File: config.mk
export PLATFORM = sky130hd
export DESIGN_NAME = sbs_burst_sram
export DESIGN_NICKNAME = d
export VERILOG_FILES = /design/src/rtl/sbs_pkg.sv /design/src/rtl/sbs_cmd_decode.sv /design/src/rtl/sbs_burst_ctr.sv /design/src/rtl/sbs_array.sv /design/src/rtl/sbs_rdpath.sv /design/src/rtl/sbs_burst_sram.sv
export SDC_FILE = /design/constraint.sdc
export NUM_CORES = 1
export LEC_CHECK = 0
export BUFFER_PORTS_ARGS = -buffer_cell sky130_fd_sc_hd__buf_2
export CORE_MARGIN = 2
export CORE_UTILIZATION = 52
export DETAILED_ROUTE_END_ITERATION = 16
export HOLD_SLACK_MARGIN = 0.15
export PLACE_DENSITY = 0.68
export SYNTH_ARGS = -nofsm -noshare
export SYNTH_HDL_FRONTEND = slang
export SYNTH_SLANG_ARGS = --single-unit
File: constraint.sdc
create_clock -name clk -period 4.5 [get_ports clk]
set_clock_uncertainty 0.15 [all_clocks]
set_input_delay 0.45 -clock clk [delete_from_list [all_inputs] [get_ports clk]]
set_output_delay 0.45 -clock clk [all_outputs]
set_load 0.03 [all_outputs]
File: src/rtl/sbs_pkg.sv
`timescale 1ns/1ps
package sbs_pkg;
  typedef enum logic [1:0] {
    CMD_NOP  = 2'd0,
    CMD_RD   = 2'd1,
    CMD_WR   = 2'd2,
    CMD_CONT = 2'd3
  } cmd_e;

  function automatic cmd_e decode_cmd(input logic lead_n, input logic kind);
    if (!lead_n) return kind ? CMD_RD : CMD_WR;
    return kind ? CMD_CONT : CMD_NOP;
  endfunction
endpackage

File: src/rtl/sbs_cmd_decode.sv
`timescale 1ns/1ps
module sbs_cmd_decode
  import sbs_pkg::*;
(
  input  logic lead_n,
  input  logic kind,
  output cmd_e cmd
);
  always_comb cmd = decode_cmd(lead_n, kind);
endmodule

File: src/rtl/sbs_burst_ctr.sv
`timescale 1ns/1ps
module sbs_burst_ctr
  import sbs_pkg::*;
#(
  parameter int AW        = 6,
  parameter int BEAT_BITS = 2
) (
  input  logic          clk,
  input  logic          rst_n,
  input  cmd_e          cmd,
  input  logic [AW-1:0] addr,
  output logic          beat_go,
  output logic          beat_rd,
  output logic [AW-1:0] beat_addr,
  output logic          bad_cont
);
  localparam int HW       = AW - BEAT_BITS;
  localparam int MAX_CONT = (1 << BEAT_BITS) - 1;
  localparam int CW       = $clog2(MAX_CONT + 1);

  logic                 open_q;
  logic                 is_rd_q;
  logic [HW-1:0]        hi_q;
  logic [BEAT_BITS-1:0] off_q;
  logic [BEAT_BITS-1:0] off_nx;
  logic [CW-1:0]        cnt_q;
  logic                 over;

  assign off_nx = off_q + 1'b1;
  assign over   = open_q && (cnt_q == CW'(MAX_CONT));

  always_comb begin
    beat_go   = 1'b0;
    beat_rd   = is_rd_q;
    beat_addr = {hi_q, off_nx};
    unique case (cmd)
      CMD_RD, CMD_WR: begin
        beat_go   = 1'b1;
        beat_rd   = (cmd == CMD_RD);
        beat_addr = addr;
      end
      CMD_CONT: beat_go = open_q;
      default: ;
    endcase
  end

  always_ff @(posedge clk or negedge rst_n) begin
    if (!rst_n) begin
      open_q   <= 1'b0;
      is_rd_q  <= 1'b0;
      hi_q     <= '0;
      off_q    <= '0;
      cnt_q    <= '0;
      bad_cont <= 1'b0;
    end else begin
      bad_cont <= (cmd == CMD_CONT) && (!open_q || over);
      unique case (cmd)
        CMD_RD, CMD_WR: begin
          open_q  <= 1'b1;
          is_rd_q <= (cmd == CMD_RD);
          hi_q    <= addr[AW-1:BEAT_BITS];
          off_q   <= addr[BEAT_BITS-1:0];
          cnt_q   <= '0;
        end
        CMD_CONT: begin
          if (open_q) begin
            off_q <= off_nx;
            if (!over) cnt_q <= cnt_q + 1'b1;
          end
        end
        default: open_q <= 1'b0;
      endcase
    end
  end
endmodule

File: src/rtl/sbs_array.sv
`timescale 1ns/1ps
module sbs_array #(
  parameter int AW = 6,
  parameter int DW = 16
) (
  input  logic          clk,
  input  logic          wr,
  input  logic          rd,
  input  logic [AW-1:0] addr,
  input  logic [DW-1:0] din,
  output logic [DW-1:0] dout
);
  localparam int DEPTH = 1 << AW;
  logic [DW-1:0] mem [DEPTH];

  always_ff @(posedge clk) begin
    if (wr) mem[addr] <= din;
    if (rd) dout <= mem[addr];
  end
endmodule

File: src/rtl/sbs_rdpath.sv
`timescale 1ns/1ps
module sbs_rdpath (
  input  logic clk,
  input  logic rst_n,
  input  logic rd_beat,
  input  logic out_en,
  output logic rd_valid,
  output logic dq_oe,
  output logic echo_clk
);
  always_ff @(posedge clk or negedge rst_n) begin
    if (!rst_n) rd_valid <= 1'b0;
    else        rd_valid <= rd_beat;
  end
  assign dq_oe    = rd_valid & out_en;
  assign echo_clk = clk & rd_valid;
endmodule

File: src/rtl/sbs_burst_sram.sv
`timescale 1ns/1ps
module sbs_burst_sram
  import sbs_pkg::*;
#(
  parameter int AW        = 6,
  parameter int DW        = 16,
  parameter int BEAT_BITS = 2
) (
  input  logic          clk,
  input  logic          rst_n,
  input  logic [AW-1:0] addr,
  input  logic          bc_lead_n,
  input  logic          bc_kind,
  input  logic          bc_spare,
  input  logic          out_en,
  input  logic [DW-1:0] dq_in,
  output logic [DW-1:0] dq_out,
  output logic          dq_oe,
  output logic          echo_clk,
  output logic          bad_cont
);
  cmd_e          cmd;
  logic          beat_go, beat_rd, rd_valid;
  logic [AW-1:0] beat_addr;
  logic          unused_spare;

  assign unused_spare = bc_spare;

  sbs_cmd_decode u_dec (
    .lead_n(bc_lead_n), .kind(bc_kind), .cmd(cmd)
  );

  sbs_burst_ctr #(.AW(AW), .BEAT_BITS(BEAT_BITS)) u_ctr (
    .clk(clk), .rst_n(rst_n), .cmd(cmd), .addr(addr),
    .beat_go(beat_go), .beat_rd(beat_rd), .beat_addr(beat_addr),
    .bad_cont(bad_cont)
  );

  sbs_array #(.AW(AW), .DW(DW)) u_mem (
    .clk(clk), .wr(beat_go && !beat_rd), .rd(beat_go && beat_rd),
    .addr(beat_addr), .din(dq_in), .dout(dq_out)
  );

  sbs_rdpath u_rd (
    .clk(clk), .rst_n(rst_n), .rd_beat(beat_go && beat_rd), .out_en(out_en),
    .rd_valid(rd_valid), .dq_oe(dq_oe), .echo_clk(echo_clk)
  );
endmodule

==> metrics <==
FF-to-FF Start u_ctr.off_q[0]; minimum clock period 3.83 ns; Final #Nets 2,264; routability cong. 0.931; Leak 13.8 nW; Critical Path Source Type input port; Min-Delay Startpoint bc_kind; status finished clean; fin. max-slew vios 0; routed len/inst 29.0 um; CP startpoint bc_lead_n; DRT Pass-1 Iters 6; Seq cells post-synth 1,052; commonest non-fill, non-tap cells in the layout edfxtp_1 (1,040), a22oi_1 (256), buf_4 (135); final setup fails 0; max-cap violations 0; IO buf count 45; synth warn 0; area of the mapped netlist 38,300 sq um; CTS tree yes; Min-Delay Path Class in2reg; Fillers 5,088; largest net degree at the start of global routing 65; Synth Area per Inst 18.6 sq um; worst skew pair latency 0.77 ns; WP data required 4.79 ns; Reg clk slew, reported paths 0.06 ns; diode count 0; Syn Nets 2,084; antenna viol nets, final 0; top cell type's share of synthesized area 81.6%; 1st-iter DRT viols 3,307; IO Pins 47; setup TNS 0 ns; dpl hpwl 53,500 um; drt total wl 95,000 um; postcts setup bufs 0; vias in the first global route 20,100; vias per std cell 6.50; CTS resizes 0; unique cell type count in the Yosys netlist 40; fin area 44,000 sq um; Mapped Cells 2,053; Residual DRC 0; area grow syn2layout 15.1%; Max transition margin 11.0%; Rows 99; total number of vias 21,300; register area share after synthesis 82.4%; Worst-Margin Slew 1.33 ns; Final period util 85.2%; Achievable Freq 261 MHz; Synth area leader edfxtp_1; first-pass GRT wire length 136,000 um; RSZ-0062 raised after global routing false; CTS Hold Bufs 13; die height 275 um; placed inst area 40,500 sq um; die area 75,800 sq um; most common cell after layout, fill and taps aside edfxtp_1; CP Max Fanout 16; Starting Density 52.4%; Pwr Density 490 nW/um^2; Core Box Area 73,000 sq um; Total GRT Usage 25.2%; CP endpoint kind flip-flop; total power 21.6 mW; initial antenna violation count 2; die width 275 um; kind of critical path in2reg; GRT overflow 0; Arrival @ worst endpoint 4.12 ns; Worst VDD drop 0.368 mV; share of cells above drive strength 1 15.8%; top cells by area, synth edfxtp_1 (82%), a22oi_1 (5.0%), a22o_1 (2.9%); Hold Violations, Final 0
[flip-flops by register name, indices dropped and copies added (netlist names)]
name / flops
u_ctr.bad_cont: 1
u_ctr.cnt_q: 2
u_ctr.is_rd_q: 1
u_ctr.open_q: 1
u_mem.mem: 1024
u_ctr.off_q: 2
u_mem.dout: 16
u_ctr.hi_q: 4
u_rd.rd_valid: 1
[final timing paths]
| check | slack [ns] | endpoint | depth (start not counted) |
|---|---|---|---|
| worst max-delay path | 0.67 | u_mem.mem[22][6] | 8 |
| worst min-delay path | 0.19 | u_ctr.cnt_q[1] | 4 |
| worst max register to register | 1.08 | u_mem.mem[22][6] | 5 |
| worst min register to register | 0.40 | u_ctr.cnt_q[0] | 2 |
| max in group asynchronous | 3.23 | u_rd.rd_valid | 3 |
| min in group asynchronous | 0.60 | u_ctr.is_rd_q | 3 |
[report_power, final]
part | leakage [nW] | total [mW] | switching, mW | internal [mW]
sequential | 9.50 | 10.9 | 0.0431 | 10.9
clock | 1.66 | 8.51 | 3.49 | 5.02
combinational | 2.64 | 2.14 | 1.46 | 0.677
total | 13.8 | 21.6 | 5.00 | 16.6
[area by class of cell]
cell class / instances / area (sq um) / area share, %
clock buffer: 124 / 2740 / 6.23
sequential: 1052 / 31500 / 71.6
inverter: 5 / 18.8 / 0.0426
timing repair buffer: 208 / 1680 / 3.82
multi-input combinational: 862 / 6220 / 14.1
clock inverter: 65 / 649 / 1.47
tap: 959 / 1200 / 2.72
[stage by stage]
stage	utilization (%)	std cells	setup slack (ns)	hold slack (ns)
after floorplan	-	2053	0.922	0.00441
after global placement	55.6	3074	0.472	0.191
after detailed placement	55.6	3074	0.381	0.197
after CTS	60.4	3275	0.764	0.179
after global routing	60.4	3275	0.571	0.214
final	60.4	3275	0.668	0.193
[kinds of logic after synthesis]
kind of cell / count (synthesis) / synth area share [%]
flip-flops: 1052 / 82.4
multiplexers: 12 / 0.366
buffers and inverters: 139 / 1.57
adder cells (fa/ha/maj): 3 / 0.0981
XOR/XNOR: 1 / 0.0720
AO/OA/AOI/OAI: 656 / 13.2
AND/OR/NAND/NOR: 190 / 2.32
[metal layers]
layer | up-vias | GRT usage, % | part of all wire (%)
met3 | 110 | 5.38 | 11
met1 | 10900 | 36.6 | 40
met2 | 1242 | 38.5 | 46
met4 | 0 | 8.25 | 2.6
met5 | - | 0 | 0
li1 | 9071 | - | -
[cell usage after synthesis (all sizes together)]
master / number
o211ai: 1
nor3b: 3
a21oi: 48
nand4: 15
edfxtp: 1040
and2: 3
o311ai: 1
ha: 3
o21a: 2
a22oi: 256
nor2: 86
or3: 1
o21ai: 4
nand2b: 1
dfrtp: 12
a22o: 127
a221oi: 128
buf: 58
inv: 5
clkbuf: 76
o31ai: 2
nand3b: 6
a41oi: 1
mux2i: 9
a31oi: 84
nor4: 1
nand2: 15
xor2: 1
o22a: 2
mux2: 3
nand3: 51
nor3: 6
or3b: 2
[critical path: stages]
cell	delay [ns]
dlygate4sd3_1	0.53
buf_2	0.15
ha_1	0.36
xor2_4	0.35
mux2i_4	0.92
nand2_1	0.74
nor2_1	0.26
buf_4	0.31
(Power assumes the default switching activity.)
